`config.mk`:
```
export PLATFORM = sky130hd
export DESIGN_NAME = lsusb_rx
export DESIGN_NICKNAME = d
export VERILOG_FILES = /design/src/rtl/lsrx_pkg.sv /design/src/rtl/lsrx_sync.sv /design/src/rtl/lsrx_phase.sv /design/src/rtl/lsrx_core.sv /design/src/rtl/lsusb_rx.sv
export SDC_FILE = /design/constraint.sdc
export NUM_CORES = 1
export LEC_CHECK = 0
export BUFFER_PORTS_ARGS = -buffer_cell sky130_fd_sc_hd__clkbuf_2
export CAP_MARGIN = 20
export CORE_MARGIN = 5
export CORE_UTILIZATION = 30
export DETAILED_ROUTE_END_ITERATION = 12
export SYNTH_ARGS = -nofsm -noshare
export SYNTH_HDL_FRONTEND = slang
export SYNTH_SLANG_ARGS = --single-unit
export TNS_END_PERCENT = 50
```
`constraint.sdc`:
```
create_clock -name clk -period 2.5 [get_ports clk]
set_clock_uncertainty 0.1 [all_clocks]
set_input_delay 0.25 -clock clk [delete_from_list [all_inputs] [get_ports clk]]
set_output_delay 0.25 -clock clk [all_outputs]
set_load 0.05 [all_outputs]
```
`src/rtl/lsrx_pkg.sv`:
```
package lsrx_pkg;

    // Line state encoded as {D+, D-}
    typedef enum logic [1:0] {
        LN_SE0 = 2'b00,
        LN_J   = 2'b01,
        LN_K   = 2'b10,
        LN_SE1 = 2'b11
    } line_e;

    typedef enum logic [1:0] {
        ST_IDLE,
        ST_GOTK,
        ST_DATA
    } rx_state_e;

    // Number of decoded ones after which a stuff bit follows
    localparam int STUFF_RUN = 6;

    // Result of one decoded sample
    typedef struct packed {
        logic is_stuff;
        logic bit_val;
    } dec_t;

    function automatic dec_t decode_sample(line_e smp, line_e ref_ln, logic [2:0] ones);
        dec_t d;
        d.is_stuff = (ones == 3'(STUFF_RUN));
        d.bit_val  = (smp == ref_ln);
        return d;
    endfunction

endpackage

```
`src/rtl/lsrx_sync.sv`:
```
module lsrx_sync #(
    parameter int          W       = 2,
    parameter logic [W-1:0] RST_VAL = '0
) (
    input  logic         clk,
    input  logic         rst,
    input  logic [W-1:0] d,
    output logic [W-1:0] q
);
    logic [W-1:0] meta;

    always_ff @(posedge clk) begin
        if (rst) begin
            meta <= RST_VAL;
            q    <= RST_VAL;
        end else begin
            meta <= d;
            q    <= meta;
        end
    end
endmodule

```
`src/rtl/lsrx_phase.sv`:
```
module lsrx_phase
    import lsrx_pkg::*;
#(
    parameter int OVS = 8,
    localparam int PW = $clog2(OVS)
) (
    input  logic  clk,
    input  logic  rst,
    input  line_e ln,
    output logic  strobe
);
    localparam logic [PW-1:0] CENTRE = PW'(OVS / 2);
    localparam logic [PW-1:0] LAST   = PW'(OVS - 1);

    line_e         prev_ln;
    logic [PW-1:0] ph;
    logic          edge_seen;

    assign edge_seen = (ln != prev_ln);
    assign strobe    = !edge_seen && (ph == CENTRE);

    always_ff @(posedge clk) begin
        if (rst) begin
            prev_ln <= LN_J;
            ph      <= '0;
        end else begin
            prev_ln <= ln;
            if (edge_seen)
                ph <= PW'(1);
            else if (ph == LAST)
                ph <= '0;
            else
                ph <= ph + PW'(1);
        end
    end

    AST_STROBE_GAP: assert property (@(posedge clk) disable iff (rst)
        strobe |=> !strobe);

endmodule

```
`src/rtl/lsrx_core.sv`:
```
module lsrx_core
    import lsrx_pkg::*;
#(
    parameter int BUF_DEPTH = 11,
    localparam int CW = $clog2(BUF_DEPTH + 1)
) (
    input  logic          clk,
    input  logic          rst,
    input  logic          strobe,
    input  line_e         smp,
    output logic          wr_en,
    output logic [7:0]    wr_data,
    output logic          done,
    output logic [CW-1:0] done_count,
    output logic          overflow
);
    rx_state_e     state;
    line_e         ref_ln;
    logic [2:0]    ones;
    logic [6:0]    shreg;
    logic [2:0]    bitn;
    logic [CW-1:0] count;
    logic          ovf;
    dec_t          dec;

    always_comb dec = decode_sample(smp, ref_ln, ones);

    always_ff @(posedge clk) begin
        if (rst) begin
            state      <= ST_IDLE;
            ref_ln     <= LN_K;
            ones       <= '0;
            shreg      <= '0;
            bitn       <= '0;
            count      <= '0;
            ovf        <= 1'b0;
            wr_en      <= 1'b0;
            wr_data    <= '0;
            done       <= 1'b0;
            done_count <= '0;
            overflow   <= 1'b0;
        end else begin
            wr_en    <= 1'b0;
            done     <= 1'b0;
            overflow <= 1'b0;
            if (strobe) begin
                unique case (state)
                    ST_IDLE: begin
                        if (smp == LN_K) state <= ST_GOTK;
                    end
                    ST_GOTK: begin
                        if (smp == LN_K) begin
                            state  <= ST_DATA;
                            ref_ln <= LN_K;
                            ones   <= '0;
                            bitn   <= '0;
                            count  <= '0;
                            ovf    <= 1'b0;
                        end else begin
                            state <= ST_IDLE;
                        end
                    end
                    ST_DATA: begin
                        if (smp == LN_SE0) begin
                            state <= ST_IDLE;
                            if (ovf) begin
                                overflow <= 1'b1;
                            end else begin
                                done       <= 1'b1;
                                done_count <= count;
                            end
                        end else if (dec.is_stuff) begin
                            ref_ln <= smp;
                            ones   <= '0;
                        end else begin
                            if (dec.bit_val) begin
                                ones <= ones + 3'd1;
                            end else begin
                                ref_ln <= smp;
                                ones   <= '0;
                            end
                            shreg <= {dec.bit_val, shreg[6:1]};
                            bitn  <= bitn + 3'd1;
                            if (bitn == 3'd7 && !ovf) begin
                                if (count == CW'(BUF_DEPTH)) begin
                                    ovf <= 1'b1;
                                end else begin
                                    wr_en   <= 1'b1;
                                    wr_data <= {dec.bit_val, shreg};
                                    count   <= count + CW'(1);
                                end
                            end
                        end
                    end
                    default: state <= ST_IDLE;
                endcase
            end
        end
    end

    AST_WR_SINGLE: assert property (@(posedge clk) disable iff (rst)
        wr_en |=> !wr_en);
    AST_WR_IN_PACKET: assert property (@(posedge clk) disable iff (rst)
        wr_en |-> state == ST_DATA);
    AST_END_EXCLUSIVE: assert property (@(posedge clk) disable iff (rst)
        done |-> !overflow);
    AST_END_FROM_DATA: assert property (@(posedge clk) disable iff (rst)
        (done || overflow) |-> $past(state) == ST_DATA);
    AST_ONES_CAP: assert property (@(posedge clk) disable iff (rst)
        ones <= 3'(STUFF_RUN));

endmodule

```
`src/rtl/lsusb_rx.sv`:
```
module lsusb_rx
    import lsrx_pkg::*;
#(
    parameter int  OVS       = 8,
    parameter int  BUF_DEPTH = 11,
    localparam int CW        = $clog2(BUF_DEPTH + 1)
) (
    input  logic          clk,
    input  logic          rst,
    input  logic          usb_dp,
    input  logic          usb_dn,
    output logic          wr_en,
    output logic [7:0]    wr_data,
    output logic          done,
    output logic [CW-1:0] done_count,
    output logic          overflow
);
    logic [1:0] lines_s;
    line_e      ln;
    logic       strobe;

    lsrx_sync #(.W(2), .RST_VAL(2'b01)) i_sync (
        .clk (clk),
        .rst (rst),
        .d   ({usb_dp, usb_dn}),
        .q   (lines_s)
    );

    assign ln = line_e'(lines_s);

    lsrx_phase #(.OVS(OVS)) i_phase (
        .clk    (clk),
        .rst    (rst),
        .ln     (ln),
        .strobe (strobe)
    );

    lsrx_core #(.BUF_DEPTH(BUF_DEPTH)) i_core (
        .clk        (clk),
        .rst        (rst),
        .strobe     (strobe),
        .smp        (ln),
        .wr_en      (wr_en),
        .wr_data    (wr_data),
        .done       (done),
        .done_count (done_count),
        .overflow   (overflow)
    );

endmodule

```
# Word level (Yosys, flattened, before mapping)
# Cells that the tools add are included.
# word_totals
reg_bits,46
in_bits,4
out_inout_bits,15
# op_classes
add_sub_neg,4
n_eq_ne,19
muxes,34
n_bitwise,7
reduce_logical,19
# ops
cell,n
$mux 4,5
$mux 3,6
$mux 2,7
$reduce_and 7->1,2
$eq 3x3->1 const B,4
$pmux 3 s2,2
$reduce_and 4->1,3
$mux 1,10
$ne 2x1->1 const B,5
$reduce_and 5->1,2
$add 3x1->3 const B,3
$pmux 4 s2,1
$not 1->1,7
$ne 2x2->1 const B,3
$pmux 2 s3,1
$reduce_and 6->1,1
$reduce_or 6->1,1
$add 4x1->4 const B,1
$eq 2x2->1 const B,2
$eq 4x4->1 const B,1
$logic_not 2->1,2
$pmux 2 s2,1
$reduce_or 4->1,1
$ne 3x2->1 const B,1
9 further kinds,11

# Logic depth before layout (Yosys ltp)
# Gate-level depths: netlist of run 1.
# logic_depth
word_depth,6
ltp_mapped,8
ltp_nobuf,7

# Cells and area by module
# Synthesis of run 1 repeated with hierarchy kept, for this count alone.
# hier_totals
cells_unflattened,217
area_unflattened_um2,2016.9
# modules_own_cells
mod,instances,cells_each,area_each_um2,seq_area_each_um2
lsrx_core,1,187,1685.4,740.7
lsrx_phase,1,22,226.5,100.1
lsrx_sync,1,8,105.1,80.1

# Least setup slack after synthesis of run 1
# Ideal clock, no wire load.
# synth_path
kind,register -> register
startpoint,register i_core.state[0]
endpoint,register i_core.ones[2]
setup_time_ns,0.071
t_arrival_ns,1.666
required_ns,2.329
slack_ns,0.663
path_stages_with_launch,8
n_path_buf,1
period_less_slack_ns,1.837
path_cell_list,dfxtp_1 -> inv_1 -> ha_1 -> buf_2 -> inv_1 -> a2111o_1 -> or4_1 -> a21oi_1
# synth_via
elab_chain_cells,3
word_cells_on_any_way,7
cone_classes,4 x eq/ne; 1 x mux; 2 x reduce/logical
# synth_rtl
element,line_no,text
start: declaration,lsrx_core.sv:17,rx_state_e state;
start signal: assignment,lsrx_core.sv:30,state <= ST_IDLE;
start signal: assignment,lsrx_core.sv:49,if (smp == LN_K) state <= ST_GOTK;
start signal: assignment,lsrx_core.sv:53,state <= ST_DATA;
$eq 2x2->1 / $eq 2x1->1 (equally long branches),lsrx_core.sv:47,unique case (state)
"$ne 2x2->1 (no line), or another cell as far along",-,
$reduce_and 4->1 (no line),-,
end signal: assignment,lsrx_core.sv:77,ones <= ones + 3'd1;
end: declaration,lsrx_core.sv:19,logic [2:0] ones;
# Several ways; a longest one is shown, not always the timed one.
# A chain may end at the register's enable or synchronous reset.

# Worst setup path after layout of run 1
# layout_path
startpoint,register i_sync.q[1]
endpoint,register i_core.count[0]
# layout_via
elab_chain_cells,4
word_cells_on_any_way,8
cone_classes,4 x eq/ne; 4 x reduce/logical
# layout_rtl
element,line_no,text
start: declaration,lsrx_sync.sv:8,output logic [W-1:0] q
start signal: assignment,lsrx_sync.sv:18,q <= meta;
$ne 2x2->1,lsrx_phase.sv:19,assign edge_seen = (ln != prev_ln);
$logic_not 1->1,lsrx_phase.sv:20,assign strobe = !edge_seen && (ph == CENTRE);
$logic_and 1x1->1,lsrx_phase.sv:20,
$reduce_and 7->1 (no line) *,-,
end signal: assignment,lsrx_core.sv:90,count <= count + CW'(1);
end: declaration,lsrx_core.sv:22,logic [CW-1:0] count;
# Mark *: on every way between the ends. The rest lies on a longest branch, timed or not.

==> impl_metrics.tcl, run 1 <==
set metrics [dict create \
    power.ir.vdd_worst_v 0.000178 \
    antenna_cells_inserted 0 \
    cap_violations 0 \
    share_clk_of_total_power_pct 38.3 \
    initial_util_pct 30.6 \
    cp.required_ps 2650 \
    timing.fmax_mhz 474 \
    fin_nets 246 \
    antenna_violating_nets_post_route 0 \
    cp_slowest_stage_delay_ps 700 \
    syn_nets 227 \
    met3RoutedLength_um 105 \
    final-max-slew-violation-count 0 \
    layout_commonest_cell "sky130_fd_sc_hd__dfxtp_1" \
    finalHoldViolCount 0 \
    met2_routed_length_um 1620 \
    grt_antenna_before_repair 0 \
    synth-edff-count 0 \
    via_count 1432 \
    top_layer_used_by_detailed_routing "met4" \
    synth_flop_type "sky130_fd_sc_hd__dfxtp_1" \
    async_set_or_reset_register_ratio_after_synthesis_pct 0 \
    power_density_nw_per_um2 549 \
    drive_above_1_share_pct 18.6 \
    synthDominantAreaCellType "sky130_fd_sc_hd__dfxtp_1" \
    end_kind "flip-flop" \
    start_kind "flip-flop" \
    fp.dieH_um 93.1 \
    ys.warnings.count 0 \
    ios 19 \
    grt_pass1_vias 1445 \
    dp_worst_setup_slack_ps 379 \
    tightestPinTransition_ps 592 \
    grt_max_degree 30 \
    worst_hold_path_type "in2reg" \
    gate_count_after_technology_mapping 211 \
    layout_worst_path_cycle_share_pct 84.3 \
    clock_insertion_delay_worst_skew_ps 310 \
    unrepaired_setup_endpoints_after_global_routing "no" \
    drcViolationCount 0 \
    core.rowCount 30 \
    critPathMaxFanout 10 \
    grtUsageTotal_pct 9.27 \
    sequential_fraction_of_the_synthesis_area_pct 44.5 \
    grt_first_pass_wirelength_um 6530 \
    die_width_um 93.1 \
    drt_total_wl_um 3670 \
    setup_viol 0 \
    worst_ep_arrival_time_ps 2250 \
    total_leakage_power_nw 0.882 \
    cts.repair.resized 0 \
    cts-htree-levels 2 \
    tritoncts_num_sinks 46 \
    fp.coreArea_sq_um 6760 \
    crit_chain "and3b_2, o2111a_1, nand2_1, or3_1, a21oi_1" \
    cts.clk_slew.worst_paths_ps 100 \
    gp_congestion 0.730 \
    drt_first_iter_violations 56 \
    net-switching-power_uw 317 \
    growth_of_design_area_from_synthesis_to_finish_pct 12.6 \
    cts_hold_buf 0 \
    drt-vias-per-instance 4.60 \
    critPathTopFamily "simple AND/OR/NAND/NOR gates" \
    finalWorstPathRequiredPeriod_ps 2110 \
    clock_tree.root_cell "sky130_fd_sc_hd__clkbuf_8" \
    cts.path.max_buffers 2 \
    multi_input_comb_area_sq_um 1070 \
    cp.buffers_inverters 0 \
    tritoncts "done" \
    portBuffers 18 \
    grt.overflow.total 0 \
    synthTopCellsByArea "sky130_fd_sc_hd__dfxtp_1 44%, sky130_fd_sc_hd__mux2i_1 10%, sky130_fd_sc_hd__ha_1 7.3%" \
    fp.dieArea_sq_um 8660 \
    criticalPathCategory "reg2reg" \
    synthesis.area_per_instance_sq_um 9.81 \
    detail_route.first_pass.iterations 4 \
    detail_route.wl_per_cell_um 11.8 \
    cts_setup_buffers 0 \
    sequential_cell_area_sq_um 921 \
    hpwl_reported_at_the_end_of_detailed_placement_um 2590 \
    synth_largest_type_area_fraction_pct 44.5 \
    p_sw_share_pct 24.7 \
    final_cell_mix "46 x sky130_fd_sc_hd__dfxtp_1, 32 x sky130_fd_sc_hd__nor2_1, 21 x sky130_fd_sc_hd__mux2i_1, 18 x sky130_fd_sc_hd__clkbuf_2, 13 x sky130_fd_sc_hd__nand2_1" \
    slowest_stage "sky130_fd_sc_hd__dfxtp_1" \
    setup_total_neg_slack_ps 0 \
    power.share.combinational_pct 3.2 \
    detail_route.wirelength.met1_um 1850 \
    synth_area_sq_um 2070 \
    outcome "finished, final reports clean" \
    slew_headroom_pct 60.5 \
    synth_cell_type_count 45 \
    num-fill-cells 701 \
    p_int_uw 964 \
    sequentialPowerShare_pct 58.5 \
    numCtsBuffers 5 \
    postSynthRegisterBits 46 \
    final.setup.worst_slack_ps 391 \
]
path summary, 6_finish.rpt:
| kind | startpoint | to | slack, ps | cells after the start |
|---|---|---|---|---|
| worst max-delay path | i_sync.q[1] | i_core.count[0] | 390 | 5 |
| worst min-delay path | usb_dn | i_sync.meta[0] | 20 | 2 |
| worst max register to register | i_sync.q[1] | i_core.count[0] | 390 | 5 |
| worst min register to register | i_sync.meta[0] | i_sync.q[0] | 320 | 1 |
sequential cells by signal, summed over array words and instances (netlist names):
register,count
i_core.bitn,3
i_core.count,4
i_core.done,1
i_core.done_count,4
i_core.ones,3
i_core.overflow,1
i_core.ovf,1
i_core.ref_ln,2
i_core.shreg,7
i_core.state,2
i_core.wr_data,8
i_core.wr_en,1
i_phase.ph,3
i_phase.prev_ln,2
i_sync.meta,2
i_sync.q,2
cells by family (layout without fill, tap and decap cells):
family / Yosys count / in the layout / share of synthesized area (%)
muxes: 21 / 21 / 10.2
xor gates and xnor gates: 6 / 6 / 4.17
AOI/OAI and AO/OA: 26 / 26 / 8.88
buffers and inverters: 17 / 37 / 4.05
DFF: 46 / 46 / 44.5
adders and majority gates: 12 / 12 / 7.25
and+or+nand+nor: 83 / 83 / 21.0
power by group through the flow:
stage / sequential, mW / combinational, mW / clock [mW]
floorplan: 0.761 / 0.0390 / 0
global placement: 0.766 / 0.0409 / 0
detailed placement: 0.766 / 0.0419 / 0
CTS: 0.749 / 0.0419 / 0.514
global route: 0.751 / 0.0470 / 0.540
finish: 0.749 / 0.0414 / 0.490
Yosys cell counts, drive strengths merged, types with 4 or more instances:
cell type   n
o21ai       6
nand2      13
xor2        4
clkbuf      5
a21oi       8
dfxtp      46
nand3       5
and2        4
nor2b       6
nor2       33
mux2i      21
buf         4
inv         8
ha         12
area by class of cell:
cell class | instances | share of cell area [%]
clock buffers | 5 | 2.95
inverters | 8 | 1.29
repair buffers | 21 | 4.83
multi-input cells | 148 | 46.0
clock inverters | 3 | 1.18
flip-flops and latches | 46 | 39.5
well taps | 80 | 4.29
stage by stage:
stage | instances | hold WS, ps | utilization [%] | total power, mW | cell area [sq um]
3_3_place_gp | 303 | 294 | 33.1 | 0.807 | 2240
6_report | 311 | 23.3 | 34.5 | 1.28 | 2330
4_1_cts | 311 | 16.4 | 34.5 | 1.31 | 2330
5_1_grt | 311 | 32.7 | 34.5 | 1.34 | 2330
2_1_floorplan | 211 | 254 | - | 0.800 | 2070
3_5_place_dp | 303 | 298 | 33.1 | 0.808 | 2240
routing by layer:
metal  global-route usage (%)  up-vias
met5                        0        -
met4                     4.40        0
met3                     2.41        6
met2                     14.5       14
met1                     11.9      657
li1                         -      755
No activity file was read; power rests on OpenSTA's default activity.
==> run 2: changes to the inputs <==
- clock period: 2.5 -> 1.7 ns (I/O delays scaled with it)
==> impl_metrics.tcl, run 2 (synthesis gave the netlist of run 1 again) <==
set metrics [dict create \
    grtUsageTotal_pct 10.5 \
    detail_route.wl_per_cell_um 12.1 \
    fp.dieArea_sq_um 8660 \
    cap_violations 0 \
    ios 19 \
    grt_pass1_vias 1618 \
    layout_worst_path_cycle_share_pct 107 \
    hold_path.startpoint "rst" \
    growth_of_design_area_from_synthesis_to_finish_pct 35.1 \
    hpwl_reported_at_the_end_of_detailed_placement_um 2800 \
    largest-register "i_core.wr_data" \
    start_kind "flip-flop" \
    layout_commonest_cell "sky130_fd_sc_hd__dfxtp_1" \
    tritoncts_num_sinks 46 \
    final_cell_mix "41 x sky130_fd_sc_hd__dfxtp_1, 38 x sky130_fd_sc_hd__buf_4, 32 x sky130_fd_sc_hd__nor2_1, 21 x sky130_fd_sc_hd__mux2i_1, 18 x sky130_fd_sc_hd__clkbuf_2" \
    antenna_cells_inserted 0 \
    final.setup.worst_slack_ps -115 \
    via_count 1635 \
    drt_first_iter_violations 52 \
    outcome "complete, but fails checks" \
    worst_ep_arrival_time_ps 1950 \
    layout_top_registers "i_core.wr_data (8), i_core.shreg (7)" \
    r2r_start "i_core.state[0]" \
    failing_checks "negative setup slack" \
    total_leakage_power_nw 1.11 \
    portBuffers 18 \
    initial_util_pct 30.6 \
    clock_insertion_delay_worst_skew_ps 300 \
    ff2ff_path_depth 7 \
    end_kind "flip-flop" \
    p_total_mw 2.05 \
    fp.coreArea_sq_um 6760 \
    cp.required_ps 1840 \
    power_density_nw_per_um2 732 \
    drive_above_1_share_pct 38.0 \
    unrepaired_setup_endpoints_after_global_routing "yes" \
    cts.path.max_buffers 2 \
    tightestPinTransition_ps 473 \
    setup_viol 23 \
    fin_nets 289 \
    worst_hold_path.num_cells 2 \
    cts-htree-levels 2 \
    numCtsBuffers 5 \
    gp_congestion 0.751 \
    instances_no_fill 354 \
    final-max-slew-violation-count 0 \
    core.rowCount 30 \
    finalWorstPathRequiredPeriod_ps 1820 \
    grt.overflow.total 0 \
    die_width_um 93.1 \
    detail_route.first_pass.iterations 6 \
    startpoint "i_core.state[0]" \
    dp_worst_setup_slack_ps -174 \
    cts.clk_slew.worst_paths_ps 90 \
    fp.dieH_um 93.1 \
    drt-vias-per-instance 4.62 \
    drcViolationCount 0 \
    dp.cells 335 \
    timing.fmax_mhz 551 \
    critPathMaxFanout 4 \
    clock_tree.root_cell "sky130_fd_sc_hd__clkbuf_8" \
    worst_hold_path_type "in2reg" \
    tritoncts "done" \
    antenna_violating_nets_post_route 0 \
    largest_reg_flops 8 \
    slew_headroom_pct 68.4 \
    grt_first_pass_wirelength_um 7390 \
    grt_max_degree 25 \
    grt_antenna_before_repair 0 \
    drt_total_wl_um 4280 \
    finalHoldViolCount 0 \
    power.ir.vdd_worst_v 0.000340 \
    criticalPathCategory "reg2reg" \
]
[run 2: per-layer routing]
metal,up-vias,share of wire (%),GRT usage (%)
met2,24,47,17.9
met4,0,1.1,3.66
met1,759,49,12.7
met5,-,0,0
li1,848,-,-
met3,4,3.0,2.90
[run 2: final timing paths]
| check | end | slack [ps] |
|---|---|---|
| setup / recovery | i_core.count[0] | -120 |
| hold / removal | i_core.count[0] | 260 |
| setup reg to reg | i_core.count[0] | -120 |
| hold reg to reg | i_sync.q[0] | 310 |
[run 2: what timing repair did]
item,4_1_cts,5_1_grt
resized for setup,9,18
setup buffers,7,1
hold buffers,2,0
endpoints found under the setup margin,32,36
endpoints found under the hold margin,2,0
cloned,0,1
pin swaps,9,8
[run 2: critical path, stage by stage (launching register included)]
cell	delay, ps
sky130_fd_sc_hd__dfxtp_2	340
sky130_fd_sc_hd__buf_4	130
sky130_fd_sc_hd__ha_2	190
sky130_fd_sc_hd__nor2b_1	200
sky130_fd_sc_hd__o2111a_2	290
sky130_fd_sc_hd__nand2_1	70
sky130_fd_sc_hd__or3_1	310
sky130_fd_sc_hd__a21oi_1	120
[run 2: cell type report]
type | instances | area [sq um]
Fill cell | 671 | 3960
Multi-Input combinational cell | 148 | 1140
Sequential cell | 46 | 927
Timing Repair Buffer | 64 | 480
Tap cell | 80 | 100
Clock buffer | 5 | 68.8
Clock inverter | 3 | 48.8
Inverter | 8 | 30.0
[run 2: stage by stage]
| step | area [sq um] | util [%] | TNS [ps] | hold slack [ps] |
|---|---|---|---|---|
| 2_1_floorplan | 2090 | - | -412 | 174 |
| 3_3_place_gp | 2500 | 37.0 | -2410 | 256 |
| 3_5_place_dp | 2500 | 37.0 | -2770 | 260 |
| 4_1_cts | 2720 | 40.3 | -1580 | 268 |
| 5_1_grt | 2800 | 41.4 | -4590 | 300 |
| 6_report | 2800 | 41.4 | -1360 | 262 |
[run 2: power breakdown]
| group | total (mW) | internal, mW | switching (mW) | leakage [nW] |
|---|---|---|---|---|
| logic | 0.0967 | 0.0459 | 0.0508 | 0.680 |
| clock network | 0.855 | 0.448 | 0.406 | 0.0563 |
| registers | 1.10 | 1.09 | 0.00805 | 0.373 |
| total | 2.05 | 1.58 | 0.465 | 1.11 |
==> run 3: changes to the inputs <==
- SLEW_MARGIN: unset -> 20
- TNS_END_PERCENT: 50 -> unset
==> impl_metrics.tcl, run 3 (synthesis gave the netlist of run 1 again) <==
set metrics [dict create \
    initial_util_pct 30.6 \
    finalWorstPathRequiredPeriod_ps 1840 \
    grt_first_pass_wirelength_um 7600 \
    cts.clk_slew.worst_paths_ps 80 \
    criticalPathCategory "reg2reg" \
    ff2ff_path_depth 7 \
    setup_viol 20 \
    portBuffers 18 \
    clock_tree.root_cell "sky130_fd_sc_hd__clkbuf_8" \
    hpwl_reported_at_the_end_of_detailed_placement_um 3010 \
    drt-vias-per-instance 4.66 \
    largest-register "i_core.wr_data" \
    worst_hold_slack_after_final_layout_ps 174 \
    fp.dieArea_sq_um 8660 \
    largest_reg_flops 8 \
    cts-htree-levels 2 \
    detail_route.wl_per_cell_um 12.7 \
    ios 19 \
    r2r_start "i_core.state[1]" \
    growth_of_design_area_from_synthesis_to_finish_pct 42.2 \
    cts.path.max_buffers 2 \
    outcome "complete, but fails checks" \
    via_count 1682 \
    antenna_violating_nets_post_route 0 \
    fin_nets 296 \
    layout_commonest_cell "sky130_fd_sc_hd__buf_4" \
    cap_violations 0 \
    layout_worst_path_cycle_share_pct 108 \
    final_cell_mix "41 x sky130_fd_sc_hd__buf_4, 36 x sky130_fd_sc_hd__dfxtp_1, 32 x sky130_fd_sc_hd__nor2_1, 20 x sky130_fd_sc_hd__mux2i_1, 18 x sky130_fd_sc_hd__clkbuf_2" \
    grt_max_degree 21 \
    design_area_sq_um 2950 \
    r2r-end "i_core.count[0]" \
    power.ir.vdd_worst_v 0.000384 \
    antenna_cells_inserted 0 \
    tightestPinTransition_ps 335 \
    grt_pass1_vias 1601 \
    final.setup.worst_slack_ps -143 \
    setup.reg_to_reg.worst_slack_ps -140 \
    drt_total_wl_um 4580 \
    cp.required_ps 1830 \
    end_kind "flip-flop" \
    timing.fmax_mhz 543 \
    layout_top_registers "i_core.wr_data (8), i_core.shreg (7)" \
    gp_congestion 0.738 \
    worst_hold_path_type "in2reg" \
    hold_path.startpoint "rst" \
    drcViolationCount 0 \
    worst_ep_arrival_time_ps 1970 \
    power_density_nw_per_um2 659 \
    grt.overflow.total 0 \
    endpoint "i_core.count[0]" \
    total_leakage_power_nw 1.15 \
    dp.cells 337 \
    fp.coreArea_sq_um 6760 \
    slew_headroom_pct 77.7 \
    grtUsageTotal_pct 10.9 \
    failing_checks "negative setup slack" \
    start_kind "flip-flop" \
    drive_above_1_share_pct 45.6 \
    tritoncts "done" \
    grt_antenna_before_repair 0 \
    critPathMaxFanout 7 \
    startpoint "i_core.state[1]" \
    placed_area_sq_um 2530 \
    core.rowCount 30 \
    drt_first_iter_violations 45 \
    final-max-slew-violation-count 0 \
    detail_route.first_pass.iterations 4 \
    fp.dieH_um 93.1 \
    tritoncts_num_sinks 46 \
    p_total_mw 1.94 \
    clock_insertion_delay_worst_skew_ps 300 \
    numCtsBuffers 5 \
    finalHoldViolCount 0 \
    unrepaired_setup_endpoints_after_global_routing "yes" \
    dp_worst_setup_slack_ps -143 \
    die_width_um 93.1 \
    num-fill-cells 656 \
    instances_no_fill 361 \
]
## run 3: cell types whose count changed in the layout (fill, tap and decap cells not counted), moves of 3 or more
cell	before	now
sky130_fd_sc_hd__ha_4	1	4
sky130_fd_sc_hd__nand3_2	1	4
sky130_fd_sc_hd__dfxtp_2	5	8
sky130_fd_sc_hd__dfxtp_1	41	36
sky130_fd_sc_hd__buf_4	38	41
sky130_fd_sc_hd__nand3_1	4	1
sky130_fd_sc_hd__buf_6	4	9
sky130_fd_sc_hd__inv_1	6	3
sky130_fd_sc_hd__ha_1	9	6
## run 3: metal layers
metal / up-vias / share of wire [%] / track usage (%)
li1: 858 / - / -
met5: - / 0 / 0
met3: 7 / 2.6 / 2.57
met2: 24 / 50 / 17.5
met4: 0 / 1.5 / 5.13
met1: 793 / 45 / 13.9
## run 3: cell type report
class	count	area, sq um	area share [%]
Tap cell	80	100	3.40
Multi-Input combinational cell	148	1230	41.7
Clock inverter	1	8.76	0.297
Timing Repair Buffer	71	539	18.3
Inverter	8	35.0	1.19
Sequential cell	46	938	31.9
Clock buffer	7	96.3	3.27
## run 3: stage by stage
stage	setup TNS [ps]	utilization (%)
after floorplan	-241	-
after global placement	-2960	37.5
after detailed placement	-2920	37.5
after CTS	-883	41.4
after global routing	-3300	43.6
final	-935	43.6
## run 3: repair_timing
action,in CTS,in global routing
setup buffers,9,4
hold buffers,2,0
gates resized for setup,25,32
endpoints found under the setup margin,34,33
endpoints found under the hold margin,2,0
pin swaps,13,22
cloned,1,0
## run 3: power breakdown
group,internal [mW],switching [mW],leakage [nW]
registers,1.09,0.00902,0.377
clock network,0.373,0.373,0.0544
logic,0.0470,0.0530,0.716
total,1.50,0.435,1.15
## run 3: worst min-delay path by stage
stage | slack [ps] | depth (start not counted) | endpoint
finish | 170 | 2 | i_sync.q[1]
global placement | 260 | 2 | i_sync.meta[0]
detailed placement | 260 | 2 | i_sync.meta[0]
floorplan | 170 | 1 | i_sync.meta[0]
CTS | 180 | 2 | i_sync.q[1]
global route | 220 | 2 | i_sync.meta[1]
## run 3: worst max-delay path, stage by stage, from the launching register on
cell	delay [ps]
sky130_fd_sc_hd__dfxtp_4	370
sky130_fd_sc_hd__inv_4	70
sky130_fd_sc_hd__ha_4	140
sky130_fd_sc_hd__and3b_2	210
sky130_fd_sc_hd__o2111a_2	340
sky130_fd_sc_hd__nand2_2	70
sky130_fd_sc_hd__or3_1	300
sky130_fd_sc_hd__a21oi_1	160
